$ cat src/rtl/swi_bank_pkg.sv
`timescale 1ns/1ps
package swi_bank_pkg;

  localparam int unsigned BusDataW = 32;
  localparam int unsigned BusStrbW = BusDataW / 8;
  localparam int unsigned MaxIdxW  = 10;

  typedef enum logic {
    ModeMachine    = 1'b0,
    ModeSupervisor = 1'b1
  } swiMode_e;

  // Decoded strobes passed from control to datapath
  typedef struct packed {
    logic               setHit;
    logic               clrHit;
    logic               rdHit;
    logic [MaxIdxW-1:0] idx;
  } swiStrobe_t;

endpackage

$ cat src/rtl/swi_ctrl.sv
`timescale 1ns/1ps
module swi_ctrl
  import swi_bank_pkg::*;
#(
  parameter int unsigned NUM_HARTS = 4,
  parameter int unsigned ADDR_W    = 12
) (
  input  logic [ADDR_W-1:0]   busAddr,
  input  logic [BusStrbW-1:0] busByteEn,
  input  logic                wrBit,
  input  logic                busWrEn,
  input  logic                busRdEn,
  output swiStrobe_t          strobe
);

  localparam int unsigned IdxW = ADDR_W - 2;
  localparam int unsigned CmpW = IdxW + 1;

  logic [IdxW-1:0] wordIdx;
  logic            aligned;
  logic            fullWord;
  logic            inRange;
  logic            legal;

  always_comb begin
    wordIdx  = busAddr[ADDR_W-1:2];
    aligned  = (busAddr[1:0] == 2'b00);
    fullWord = &busByteEn;
    inRange  = ({1'b0, wordIdx} < CmpW'(NUM_HARTS));
    legal    = aligned & fullWord & inRange;

    strobe.setHit = busWrEn & legal & wrBit;
    strobe.clrHit = busWrEn & legal & ~wrBit;
    strobe.rdHit  = busRdEn & legal;
    strobe.idx    = MaxIdxW'(wordIdx);
  end

endmodule

$ cat src/rtl/swi_datapath.sv
`timescale 1ns/1ps
module swi_datapath
  import swi_bank_pkg::*;
#(
  parameter int unsigned NUM_HARTS = 4,
  parameter swiMode_e    MODE      = ModeMachine
) (
  input  logic                 clk,
  input  logic                 rstN,
  input  swiStrobe_t           strobe,
  input  logic [NUM_HARTS-1:0] extClear,
  output logic [NUM_HARTS-1:0] pendOut,
  output logic [BusDataW-1:0]  rdData
);

  logic [NUM_HARTS-1:0] hitVec;

  for (genvar i = 0; i < NUM_HARTS; i++) begin : g_hit
    assign hitVec[i] = (strobe.idx == MaxIdxW'(i));
  end

  if (MODE == ModeMachine) begin : g_machine
    for (genvar i = 0; i < NUM_HARTS; i++) begin : g_bit
      logic bitQ;
      always_ff @(posedge clk or negedge rstN) begin
        if (!rstN) begin
          bitQ <= 1'b0;
        end else if (hitVec[i] && strobe.setHit) begin
          bitQ <= 1'b1;
        end else if (hitVec[i] && strobe.clrHit) begin
          bitQ <= 1'b0;
        end
      end
      assign pendOut[i] = bitQ;
    end

    always_ff @(posedge clk or negedge rstN) begin
      if (!rstN) begin
        rdData <= '0;
      end else begin
        rdData <= {{(BusDataW-1){1'b0}}, strobe.rdHit & (|(pendOut & hitVec))};
      end
    end

    logic unusedClear;
    assign unusedClear = ^extClear;
  end else begin : g_super
    // Doorbell lines carry no reset; the hart-side clear is their only way down
    for (genvar i = 0; i < NUM_HARTS; i++) begin : g_bit
      logic bitQ;
      always_ff @(posedge clk) begin
        if (hitVec[i] && strobe.setHit) begin
          bitQ <= 1'b1;
        end else if (extClear[i]) begin
          bitQ <= 1'b0;
        end
      end
      assign pendOut[i] = bitQ;
    end

    assign rdData = '0;

    logic unusedSuper;
    assign unusedSuper = rstN ^ strobe.rdHit ^ strobe.clrHit;
  end

endmodule

$ cat src/rtl/swi_bank.sv
`timescale 1ns/1ps
module swi_bank
  import swi_bank_pkg::*;
#(
  parameter int unsigned NUM_HARTS = 4,
  parameter int unsigned ADDR_W    = 12,
  parameter swiMode_e    MODE      = ModeMachine
) (
  input  logic                 clk,
  input  logic                 rstN,
  input  logic [ADDR_W-1:0]    busAddr,
  input  logic [3:0]           busByteEn,
  input  logic [31:0]          busWrData,
  input  logic                 busWrEn,
  input  logic                 busRdEn,
  output logic [31:0]          busRdData,
  input  logic [NUM_HARTS-1:0] extClear,
  output logic [NUM_HARTS-1:0] swIrq
);

  swiStrobe_t strobe;

  logic unusedWrHigh;
  assign unusedWrHigh = ^busWrData[31:1];

  swi_ctrl #(
    .NUM_HARTS(NUM_HARTS),
    .ADDR_W   (ADDR_W)
  ) u_ctrl (
    .busAddr  (busAddr),
    .busByteEn(busByteEn),
    .wrBit    (busWrData[0]),
    .busWrEn  (busWrEn),
    .busRdEn  (busRdEn),
    .strobe   (strobe)
  );

  swi_datapath #(
    .NUM_HARTS(NUM_HARTS),
    .MODE     (MODE)
  ) u_dp (
    .clk     (clk),
    .rstN    (rstN),
    .strobe  (strobe),
    .extClear(extClear),
    .pendOut (swIrq),
    .rdData  (busRdData)
  );

endmodule

$ cat config.mk
export PLATFORM = sky130hd
export DESIGN_NAME = swi_bank
export DESIGN_NICKNAME = d
export VERILOG_FILES = /design/src/rtl/swi_bank_pkg.sv /design/src/rtl/swi_ctrl.sv /design/src/rtl/swi_datapath.sv /design/src/rtl/swi_bank.sv
export SDC_FILE = /design/constraint.sdc
export NUM_CORES = 1
export LEC_CHECK = 0
export BUFFER_PORTS_ARGS = -buffer_cell sky130_fd_sc_hd__buf_4
export CAP_MARGIN = 40
export CORE_UTILIZATION = 29
export DETAILED_ROUTE_END_ITERATION = 10
export GPL_ROUTABILITY_DRIVEN = 0
export MAX_ROUTING_LAYER = met4
export PLACE_DENSITY = 0.84
export RECOVER_POWER = 100
export SLEW_MARGIN = 20
export SYNTH_ARGS = -nofsm -noshare
export SYNTH_HDL_FRONTEND = slang
export SYNTH_SLANG_ARGS = --single-unit
$ cat constraint.sdc
create_clock -name clk -period 1.7 [get_ports clk]
set_clock_uncertainty 0.05 [all_clocks]
set_input_delay 0.255 -clock clk [delete_from_list [all_inputs] [get_ports clk]]
set_output_delay 0.255 -clock clk [all_outputs]
set_load 0.02 [all_outputs]
## Yosys cells after proc, flatten, opt, wreduce, memory -nomap -nowiden

Index checks and enable logic that the tools add are counted.

| storage, ports and cells | value |
|---|---|
| input bits | 56 |
| register bits | 5 |
| output and inout bits | 36 |

| operators by class | value |
|---|---|
| multiplexer cells | 8 |
| $lt $le $gt $ge | 1 |
| reductions and logical operators | 16 |
| bitwise gates (word level) | 9 |
| eq/ne operators | 3 |

Operators by type and width:

| operator | number |
|---|---|
| $eq 10x2->1 const B | 2 |
| $eq 10x1->1 const B | 1 |
| $logic_not 10->1 | 1 |
| $lt 10x3->1 const B | 1 |
| $logic_and 1x1->1 | 8 |
| $mux 1 | 8 |
| $reduce_bool 2->1 | 4 |
| $and 1x1->1 | 7 |
| $and 4x4->4 | 1 |
| $reduce_and 4->1 | 1 |
| $reduce_or 4->1 | 1 |
| $logic_not 2->1 | 1 |
| $not 1->1 | 1 |

## Logic depth before layout (Yosys ltp)

Gate-level depths: netlist (run 1).

| logic depth | value |
|---|---|
| depth in word-level cells | 8 |
| gate-level depth with buffers | 4 |

## Cells and area by module

From an unflattened synthesis (run 1), not the netlist that was laid out.

| second synthesis, totals | value |
|---|---|
| cells, all modules | 83 |
| area, all modules | 709.4 um^2 |

By module, submodules not included:

| module | area an instance (um^2) | times used | cells an instance |
|---|---|---|---|
| swi_datapath | 549.3 | 1 | 64 |
| swi_ctrl | 160.2 | 1 | 19 |

## Worst setup path before layout (run 1)

No wires, ideal clock.

| timing | value |
|---|---|
| path type | input -> register |
| start point | input busAddr[9] |
| end point | register u_dp.g_machine.g_bit[1].bitQ |
| path buffers | 0 |
| stages | 4 |
| arrival time | 1822 ps |
| data required time | 1522 ps |
| slack | -299 ps |
| library setup time | 128 ps |
| path through | or4_1 -> or4_4 -> nor4_1 -> mux2_1 |

| between the ends | value |
|---|---|
| longest elaborated chain between the ends | 6 |
| elaborated cells on any way between the ends | 10 |

RTL lines:

| item | RTL line | RTL |
|---|---|---|
| start: declaration | swi_bank.sv:11 | `input logic [ADDR_W-1:0] busAddr,` |
| $lt 10x3->1 | swi_ctrl.sv:29 | `inRange = ({1'b0, wordIdx} < CmpW'(NUM_HARTS));` |
| $and 1x1->1 | swi_ctrl.sv:30 | `legal = aligned & fullWord & inRange;` |
| $and 1x1->1 | swi_ctrl.sv:32, swi_ctrl.sv:33 |  |
| $and 1x1->1 (on tied branches) | swi_ctrl.sv:32, swi_ctrl.sv:33 |  |
| $logic_and 1x1->1 (on tied branches) | swi_datapath.sv:28, swi_datapath.sv:30 |  |
| $mux 1 / $reduce_bool 2->1 (equally long branches) | -- |  |
| end signal: assignment | swi_datapath.sv:27 | `bitQ <= 1'b0;` |
| end signal: assignment | swi_datapath.sv:29 | `bitQ <= 1'b1;` |
| end signal: assignment | swi_datapath.sv:31 | `bitQ <= 1'b0;` |
| end: declaration | swi_datapath.sv:24 | `logic bitQ;` |

Several ways; a longest one is shown, not always the timed one.
A chain may end at the register's enable or synchronous reset.

## Final worst setup path (run 1)

| timing | value |
|---|---|
| start point | input busAddr[9] |
| end point | register u_dp.g_machine.g_bit[3].bitQ |

| between the ends | value |
|---|---|
| longest elaborated chain between the ends | 6 |
| elaborated cells on any way between the ends | 10 |

RTL lines:

| item | RTL line |
|---|---|
| $lt 10x3->1 | swi_ctrl.sv:29 |
| $and 1x1->1 | swi_ctrl.sv:30 |
| $and 1x1->1 | swi_ctrl.sv:32, swi_ctrl.sv:33 |
| $and 1x1->1 (on tied branches) | swi_ctrl.sv:32, swi_ctrl.sv:33 |
| $logic_and 1x1->1 (on tied branches) | swi_datapath.sv:28, swi_datapath.sv:30 |
| $mux 1 / $reduce_bool 2->1 (equally long branches) | -- |
| end signal: assignment | swi_datapath.sv:27 |
| end signal: assignment | swi_datapath.sv:29 |
| end signal: assignment | swi_datapath.sv:31 |
| end: declaration | swi_datapath.sv:24 |

Several ways; a longest one is shown, not always the timed one.

==> results.md, run 1 <==
* Unrepaired setup endpoints after global routing: true
* TritonCTS clock tree: yes
* Final Max Slew Viols at 0
* Largest net degree at the start of global routing at 6
* Synth unique cells at 15
* DRC Markers at 0
* DP Wirelength at 903 um
* Die H at 45.5 um
* Final setup viols at 5
* First-pass DRT Iterations at 3
* Via count at 415
* Ys Warns at 0
* CP Launch Type: input port
* Cells after synthesis at 59
* Die area at 0.00207 mm2
* Synth area leaders: buf_4 48%, dfrtp_1 23%, mux2_1 8.2%
* I/O pin cnt at 92
* Kind of critical path: in -> reg
* P_leak at 0.366 nW
* Mapped Avg Cell Area at 9.29 um2
* Power Density at 522 mW/mm2
* Sink Count at 5
* Die W at 45.5 um
* Share of cells above drive strength 1 at 40.0%
* Multi-input logic area at 338 um2
* Clock Tree Buf Depth at 2
* Required time of the critical path at 1770 ps
* Critical path's largest stage delay at 510 ps
* Worst-path fanout max at 4
* Inst Count DP at 104
* Storage cell area at 125 um2
* Worst path slowest cell: or4_4
* Crit end category: register
* Initial DRC count at 4
* Post-synthesis sequential area ratio at 22.8%
* Most common cell after layout, fill and taps aside: conb_1
* Area leader, netlist: buf_4
* Clk slew on worst S/H paths at 40 ps
* Starting Density at 31.4%
* First-pass GRT wire length at 1.44 mm
* Failing checks: setup timing
* Core Area at 0.00175 mm2
* Peak Freq at 518 MHz
* CTS H-Tree Depth at 1
* Final period util at 114%
* FILL cells at 186
* Synth Cell Area at 548 um2
* Routed Antenna Nets at 0
* Worst hold margin at 225 ps
* Hold/Removal Path Class: in -> reg
* Max Cap Violations at 0
* GRT overflow at 0
* Final hold viol count at 0
* Number of vias per cell at 3.77
* Status: finished with violations
* Setup ws final at -230 ps
* Final min period at 1930 ps
* IO buf count at 25
* Vias in the first global route at 345
* Post-synth top area share at 47.9%
* Row cnt at 15
* Initial antenna violation count at 0
* Number of CTS-inserted buffers at 3
* Total wire length at 1.11 mm
* Worst-Skew Late Latency at 240 ps
* CTS Root Cell: clkbuf_4
* Most frequent cells in the layout: 31 x conb_1, 18 x buf_4, 7 x clkbuf_1
* WP data arrival at 1990 ps
* Antenna diode instance count at 0
* VDD IR-drop max at 0.000262 V
* Most numerous cell on the critical path: or4_4
* Layout area overhead at 30.4%
* Nets@finish at 142
* Tot Pwr at 0.000373 W
* Yosys reg bits at 5
* GRT Overall Usage at 10.0%
* CP Cell Sequence: buf_6 -> or4_4 -> or4_4 -> buf_4 -> nor4_4 -> mux2_1
* Layout Cells excl Fill at 110
* Routed length per instance at 10.1 um
power by group:
part | total [W] | leakage (nW) | internal (W) | switching, W
logic | 0.000117 | 0.281 | 0.0000354 | 0.0000811
registers | 0.000119 | 0.0699 | 0.000119 | 0.0000000271
clock network | 0.000137 | 0.0150 | 0.0000887 | 0.0000481
cell usage after synthesis:
master / n
buf_4: 35
dfrtp_1: 5
mux2_1: 4
nor4_1: 4
conb_1: 1
inv_1: 1
mux4_2: 1
nand2_1: 1
nand3_1: 1
nand4_1: 1
nand4b_1: 1
nor4b_1: 1
or4_1: 1
or4_2: 1
or4_4: 1
layout make-up:
cell class | count | share of cell area [%]
clock buffers | 4 | 3.68
inverters | 1 | 0.525
multi-input cells | 48 | 47.3
flip-flops and latches | 5 | 17.5
well taps | 25 | 4.38
repair buffers | 27 | 26.6
metrics by stage:
stage / worst slack [ps] / instance area, um2 / setup TNS, ps / utilization [%]
CTS: -230 / 714 / -977 / 40.9
global route: -249 / 714 / -852 / 40.9
floorplan: -295 / 686 / -1180 / -
global placement: -440 / 642 / -1890 / 36.8
finish: -230 / 714 / -763 / 40.9
detailed placement: -508 / 642 / -2210 / 36.8
timing repair:
| item | 4_1_cts | 5_1_grt |
|---|---|---|
| gates resized for setup | 5 | 4 |
| endpoints found under the setup margin | 5 | 5 |
| endpoints found under the hold margin | 5 | 0 |
| pin swaps | 1 | 1 |
| hold buffers | 1 | 0 |
| setup buffers | 1 | 0 |
cell families after synthesis:
logic type,after synthesis,share of synthesized area [%]
other,1,0.684
AND/OR/NAND/NOR,12,15.5
buffers and inverters,36,48.6
multiplexers,5,12.3
flip-flops,5,22.8
flip-flops by register name, indices dropped and copies added, names as in the netlist:
register / cells
u_dp.g_machine.g_bit.bitQ: 4
u_dp.rdData: 1
critical path: cells and delay by family:
| kind | cells | cell delay (ps) |
|---|---|---|
| buffers and inverters | 2 | 270 |
| muxes | 1 | 340 |
| and+or+nand+nor | 3 | 1130 |
final timing paths:
path,start,endpoint,slack [ps],cells past startpoint
setup / recovery,busAddr[9],u_dp.g_machine.g_bit[3].bitQ,-230,6
max in group asynchronous,rstN,u_dp.g_machine.g_bit[3].bitQ,1020,2
hold / removal,busWrData[0],u_dp.g_machine.g_bit[3].bitQ,230,2
hold reg to reg,u_dp.g_machine.g_bit[0].bitQ,u_dp.g_machine.g_bit[0].bitQ,470,1
setup reg to reg,u_dp.g_machine.g_bit[3].bitQ,u_dp.rdData[0],470,2
min in group asynchronous,rstN,u_dp.g_machine.g_bit[2].bitQ,350,2
routing by layer:
layer,vias up,global-route usage [%],part of all wire [%]
li1,189,-,-
met1,196,11.2,33
met2,28,16.6,54
met3,2,4.37,11
met4,0,1.82,2.2
met5,-,-,0
(Power assumes the default switching activity.)
==> inputs of run 2 (changes only) <==
SETUP_SLACK_MARGIN = 0.5   (was not set)
SKIP_LAST_GASP = 1   (was not set)
==> results.md, run 2 (synthesized netlist as in run 1, its figures left out) <==
* WP data arrival at 2000 ps (was 1990 ps)
* Grt met2 use at 15.4% (was 16.6%)
* Final period util at 113% (was 114%)
* Most frequent cells in the layout: 31 x conb_1, 19 x buf_4, 7 x clkbuf_1 (was 31 x conb_1, 18 x buf_4, 7 x clkbuf_1)
* Starting Density at 31.4% (unchanged)
* Kind of critical path: in -> reg (unchanged)
* Max reg flops at 4 (unchanged)
* Routed Antenna Nets at 0 (unchanged)
* Tot Pwr at 0.000370 W (was 0.000373 W)
* Final Max Slew Viols at 0 (unchanged)
* Critical path's largest stage delay at 510 ps (about the same)
* CP Cell Sequence: buf_6 -> or4_4 -> or4_4 -> buf_4 -> nor4_4 -> mux2_4 (was buf_6 -> or4_4 -> or4_4 -> buf_4 -> nor4_4 -> mux2_1)
* Power Density at 507 mW/mm2 (was 522 mW/mm2)
* Number of vias per cell at 3.70 (was 3.77)
* Clk slew on worst S/H paths at 40 ps (about the same)
* Hold/Removal Path Class: in -> reg (unchanged)
* Largest reg by FF count: u_dp.g_machine.g_bit.bitQ (unchanged)
* Placed cell area at 642 um2 (unchanged)
* Worst-path fanout max at 5 (was 4)
* Die area at 0.00207 mm2 (unchanged)
* Failing checks: setup timing (unchanged)
* IO buf count at 25 (unchanged)
* CP Launch Type: input port (unchanged)
* First-pass DRT Iterations at 2 (was 3)
* Status: finished with violations (unchanged)
* Core Util, Final at 41.9% (was 40.9%)
* Routed length per instance at 9.31 um (was 10.1 um)
* Worst hold margin at 224 ps (was 225 ps)
* Via count at 411 (was 415)
* Final hold viol count at 0 (unchanged)
* Total wire length at 1.03 mm (was 1.11 mm)
* Vias in the first global route at 338 (was 345)
* Worst-Skew Late Latency at 240 ps (about the same)
* Final setup viols at 4 (was 5)
* Grt met1 use at 11.4% (was 11.2%)
* Core Area at 0.00175 mm2 (unchanged)
* Busiest grt layer: met2 (unchanged)
* Setup ws final at -226 ps (was -230 ps)
* Share of cells above drive strength 1 at 40.7% (was 40.0%)
* VDD IR-drop max at 0.000368 V (was 0.000262 V)
* Max Cap Violations at 0 (unchanged)
* Required time of the critical path at 1770 ps (about the same)
* DP Wirelength at 878 um (was 903 um)
* DRC Markers at 0 (unchanged)
* Top Registers: u_dp.g_machine.g_bit.bitQ x4, u_dp.rdData x1 (unchanged)
* Crit end category: register (unchanged)
* Met3 usage at 5.56% (was 4.37%)
* FILL cells at 170 (was 186)
* Final min period at 1930 ps (about the same)
* Most common cell after layout, fill and taps aside: conb_1 (unchanged)
* Peak Freq at 519 MHz (was 518 MHz)
* First-pass GRT wire length at 1.44 mm (about the same)
* GRT Overall Usage at 10.9% (was 10.0%)
* Nets@finish at 143 (was 142)
* Layout area overhead at 33.3% (was 30.4%)
* P_leak at 0.377 nW (was 0.366 nW)
* TNS Setup at -809 ps (was -763 ps)
* Antenna diode instance count at 0 (unchanged)
* Initial antenna violation count at 0 (unchanged)
* CTS H-Tree Depth at 1 (unchanged)
* Die W at 45.5 um (unchanged)
* Die H at 45.5 um (unchanged)
* Initial DRC count at 2 (was 4)
* Worst path slowest cell: or4_4 (unchanged)
* Number of CTS-inserted buffers at 3 (unchanged)
* CP bufs+invs at 2 (unchanged)
* I/O pin cnt at 92 (unchanged)
* Largest net degree at the start of global routing at 6 (unchanged)
* Sink Count at 5 (unchanged)
* Design area at 731 um2 (was 714 um2)
* GRT overflow at 0 (unchanged)
* Row cnt at 15 (unchanged)
* TritonCTS clock tree: yes (unchanged)
* Clock Tree Buf Depth at 2 (unchanged)
* CTS Root Cell: clkbuf_4 (unchanged)
* Unrepaired setup endpoints after global routing: true (unchanged)
* Most numerous cell on the critical path: or4_4 (unchanged)
* Crit-path leading delay family: simple AND/OR/NAND/NOR gates (unchanged)
==> run 2: cell count changes in the layout (fill, tap and decap cells not counted), sizes merged <==
cell	previous run	this run
buf	20	21
==> run 2: power breakdown <==
group / total [W] / switching [W] / internal [W]
registers: 0.000120 / 0.0000000274 / 0.000120
clock network: 0.000133 / 0.0000449 / 0.0000885
logic: 0.000117 / 0.0000819 / 0.0000354
==> run 2: layout make-up <==
| cell class | instances | area [um2] | share of cell area, % |
|---|---|---|---|
| multi-input combinational | 48 | 347 | 47.4 |
| timing repair buffer | 28 | 198 | 27.1 |
| sequential | 5 | 125 | 17.1 |
| tap | 25 | 31.3 | 4.28 |
| clock buffer | 4 | 26.3 | 3.60 |
| inverter | 1 | 3.75 | 0.514 |
==> run 2: per-stage QoR <==
stage | worst slack (ps) | instances
after CTS | -221 | 110
after floorplan | -295 | 89
after global placement | -442 | 104
after global routing | -237 | 111
after detailed placement | -503 | 104
final | -226 | 111
==> run 2: per-layer routing <==
metal  vias up  wire (um)
li1        191          -
met1       190        357
met2        28        554
met3         2        112
met4         0          9
met5         -          0
==> run 2: worst paths after layout <==
path                                               from                      endpoint  slack [ps]  cells past startpoint
min in group asynchronous                          rstN                u_dp.rdData[0]         340                      2
hold / removal                             busWrData[0]  u_dp.g_machine.g_bit[1].bitQ         220                      2
max in group asynchronous                          rstN  u_dp.g_machine.g_bit[2].bitQ        1060                      2
hold reg to reg            u_dp.g_machine.g_bit[1].bitQ  u_dp.g_machine.g_bit[1].bitQ         480                      1
setup / recovery                             busAddr[9]  u_dp.g_machine.g_bit[3].bitQ        -230                      6
setup reg to reg           u_dp.g_machine.g_bit[3].bitQ                u_dp.rdData[0]         490                      2
==> run 2: repair_timing <==
| action | CTS | global route |
|---|---|---|
| hold endpoints to repair | 5 | 0 |
| hold buffers | 1 | 0 |
| gates resized for setup | 6 | 4 |
| setup buffers | 1 | 1 |
| endpoints found under the setup margin | 5 | 5 |
| gates cloned | 0 | 0 |
| pin swaps | 1 | 1 |
==> inputs of run 3 (changes only) <==
CORE_UTILIZATION = 34   (was 29)
PLACE_DENSITY = 0.92   (was 0.84)
REMOVE_ABC_BUFFERS = 1   (was not set)
SYNTH_HIERARCHICAL = 1   (was not set)
==> results.md, run 3 <==
* CTS H-Tree Depth at 1 (unchanged)
* Met3 usage at 1.13% (was 5.56%)
* Vias in the first global route at 407 (was 338)
* Post-Place Setup Slack at -338 ps (was -503 ps)
* Number of vias per cell at 4.19 (was 3.70)
* Most common cell in the netlist: buf_4 (unchanged)
* Clock Tree Buf Depth at 2 (unchanged)
* Sink Count at 5 (unchanged)
* Top Registers: u_dp/g_machine.g_bit.bitQ x4, u_dp/rdData x1 (was u_dp.g_machine.g_bit.bitQ x4, u_dp.rdData x1)
* Core Util, Final at 40.3% (was 41.9%)
* Unrepaired setup endpoints after global routing: true (unchanged)
* CP Launch Type: input port (unchanged)
* Final period util at 96.3% (was 113%)
* IO buf count at 25 (unchanged)
* Worst-path fanout max at 2 (was 5)
* Cells on worst reg2reg path at 2 (unchanged)
* CTS Root Cell: clkbuf_4 (unchanged)
* Most common cell after layout, fill and taps aside: conb_1 (unchanged)
* Tot Pwr at 0.000383 W (was 0.000370 W)
* Die area at 0.00227 mm2 (was 0.00207 mm2)
* Top FF cell, synth: dfrtp_1 (unchanged)
* Routed Antenna Nets at 0 (unchanged)
* Worst-Skew Late Latency at 240 ps (about the same)
* Worst hold margin at 225 ps (was 224 ps)
* GRT Overall Usage at 11.6% (was 10.9%)
* Grt met1 use at 12.7% (was 11.4%)
* Share of cells above drive strength 1 at 36.0% (was 40.7%)
* Peak Freq at 611 MHz (was 519 MHz)
* GRT overflow at 0 (unchanged)
* Setup ws final at 63.0 ps (was -226 ps)
* Mapped Avg Cell Area at 8.55 um2 (was 9.29 um2)
* Most frequent cells in the layout: 31 x conb_1, 21 x buf_4, 7 x clkbuf_1 (was 31 x conb_1, 19 x buf_4, 7 x clkbuf_1)
* Ys Warns at 6 (was 0)
* DRC Markers at 0 (unchanged)
* Worst path slowest cell: or4b_4 (was or4_4)
* Hold path endpoint: u_dp/g_machine.g_bit[1].bitQ (was u_dp.g_machine.g_bit[1].bitQ)
* Largest net degree at the start of global routing at 8 (was 6)
* WP data arrival at 1690 ps (was 2000 ps)
* Multi-input logic area at 389 um2 (was 347 um2)
* CP bufs+invs at 1 (was 2)
* Yosys reg bits at 5 (unchanged)
* Hold/Removal Path Class: in -> reg (unchanged)
* Antenna diode instance count at 0 (unchanged)
* DP Wirelength at 986 um (was 878 um)
* Busiest grt layer: met2 (unchanged)
* Layout Cells excl Fill at 127 (was 111)
* Cells after synthesis at 83 (was 59)
* Initial DRC count at 4 (was 2)
* Status: finished, final reports clean (was finished with violations)
* Post-synth top area share at 47.6% (was 47.9%)
* Power Density at 485 mW/mm2 (was 507 mW/mm2)
* Crit-path leading delay family: simple AND/OR/NAND/NOR gates (unchanged)
* Total wire length at 1.21 mm (was 1.03 mm)
* Core Area at 0.00196 mm2 (was 0.00175 mm2)
* Inst Count DP at 121 (was 104)
* Synth area leaders: buf_4 48%, dfrtp_1 18%, o41ai_1 4.9% (was buf_4 48%, dfrtp_1 23%, mux2_1 8.2%)
* Via count at 532 (was 411)
* Clk slew on worst S/H paths at 40 ps (about the same)
* Hold depth at 2 (unchanged)
* Routed length per instance at 9.56 um (was 9.31 um)
* Final min period at 1640 ps (was 1930 ps)
* Starting Density at 36.2% (was 31.4%)
* Largest reg by FF count: u_dp/g_machine.g_bit.bitQ (was u_dp.g_machine.g_bit.bitQ)
* Critical path's largest stage delay at 540 ps (was 510 ps)
* I/O pin cnt at 92 (unchanged)
* First-pass DRT Iterations at 4 (was 2)
* Row cnt at 16 (was 15)
* Post-synthesis sequential area ratio at 17.6% (was 22.8%)
* Max Cap Violations at 0 (unchanged)
* Storage cell area at 125 um2 (unchanged)
* Post-synth top cells: 45 x buf_4, 5 x dfrtp_1, 4 x o41ai_1, 3 x nand2_1, 3 x or4_1 (was 35 x buf_4, 5 x dfrtp_1, 4 x mux2_1, 4 x nor4_1)
* R2R Path Start: u_dp/g_machine.g_bit[2].bitQ (was u_dp.g_machine.g_bit[3].bitQ)
* Final hold viol count at 0 (unchanged)
* Initial antenna violation count at 0 (unchanged)
* Grt met2 use at 17.0% (was 15.4%)
* Die W at 47.7 um (was 45.5 um)
* Min-delay src: busAddr[3] (was busWrData[0])
* CP Cell Sequence: buf_6 -> or4b_4 -> nor4_4 -> nand2_1 -> o41ai_2 -> o31ai_1 (was buf_6 -> or4_4 -> or4_4 -> buf_4 -> nor4_4 -> mux2_4)
* VDD IR-drop max at 0.000146 V (was 0.000368 V)
* Reg-to-reg endpoint: u_dp/rdData[0] (was u_dp.rdData[0])
* Synth unique cells at 23 (was 15)
* FILL cells at 217 (was 170)
* Required time of the critical path at 1750 ps (was 1770 ps)
* Area leader, netlist: buf_4 (unchanged)
* Synth Cell Area at 709 um2 (was 548 um2)
* P_leak at 0.375 nW (was 0.377 nW)
* Post-synth EDFFs at 0 (unchanged)
* Setup slack, reg-to-reg at 480 ps (was 490 ps)
* Layout area overhead at 11.5% (was 33.3%)
* Die H at 47.7 um (was 45.5 um)
* Post-synth ARST share at 100% (unchanged)
* Crit end category: register (unchanged)
* Max reg flops at 4 (unchanged)
* First-pass GRT wire length at 1.66 mm (was 1.44 mm)
* TritonCTS clock tree: yes (unchanged)
* Final Max Slew Viols at 0 (unchanged)
* Nets@finish at 157 (was 143)
* Kind of critical path: in -> reg (unchanged)
* Number of CTS-inserted buffers at 3 (unchanged)
* Final setup viols at 0 (was 4)
[run 3: worst max-delay path by stage]
stage | start | to | slack [ps] | depth (start not counted)
floorplan | busAddr[8] | u_dp/g_machine.g_bit[1].bitQ | -20 | 5
global placement | busAddr[8] | u_dp/g_machine.g_bit[3].bitQ | -210 | 6
detailed placement | busAddr[8] | u_dp/g_machine.g_bit[2].bitQ | -340 | 6
CTS | busWrData[0] | u_dp/g_machine.g_bit[2].bitQ | -30 | 6
global route | busWrData[0] | u_dp/g_machine.g_bit[0].bitQ | 30 | 6
finish | busWrData[0] | u_dp/g_machine.g_bit[3].bitQ | 60 | 6
[run 3: power by group]
part | internal [W] | leakage, nW | total (W) | switching, W
clock | 0.0000886 | 0.0150 | 0.000135 | 0.0000462
combinational | 0.0000444 | 0.291 | 0.000129 | 0.0000846
sequential | 0.000120 | 0.0699 | 0.000120 | 0.000000000187
[run 3: routing by layer]
layer / vias up / share of wire [%] / wire (um)
met3: 4 / 9.3 / 113
li1: 249 / - / -
met5: - / 0 / 0
met4: 0 / 3.8 / 46
met2: 45 / 50 / 601
met1: 234 / 37 / 453
[run 3: kinds of logic (layout without fill, tap and decap cells)]
logic type / after synthesis / after routing / share of synthesized area, %
and+or+nand+nor: 20 / 20 / 20.8
other: 1 / 31 / 0.529
AOI/OAI and AO/OA: 8 / 8 / 8.46
DFF: 5 / 5 / 17.6
buffers and inverters: 48 / 35 / 49.4
muxes: 1 / 1 / 3.17
[run 3: metrics by stage]
step           instance area [um2]  TNS [ps]
2_1_floorplan                  475     -41.8
3_3_place_gp                   719      -797
3_5_place_dp                   719     -1220
4_1_cts                        810     -28.3
5_1_grt                        791         0
6_report                       791         0
[run 3: what timing repair did]
action | 4_1_cts | 5_1_grt
pin swaps | 4 | 2
gates resized for setup | 8 | 1
buffers inserted | 1 | 0
hold buffers | 1 | 0
setup endpoints to repair | 5 | 5
hold endpoints to repair | 5 | 0
[run 3: final cells by class]
class	count	share of cell area [%]
Sequential cell	5	15.8
Tap cell	27	4.27
Multi-Input combinational cell	60	49.2
Timing Repair Buffer	30	26.9
Clock buffer	4	3.32
Inverter	1	0.475
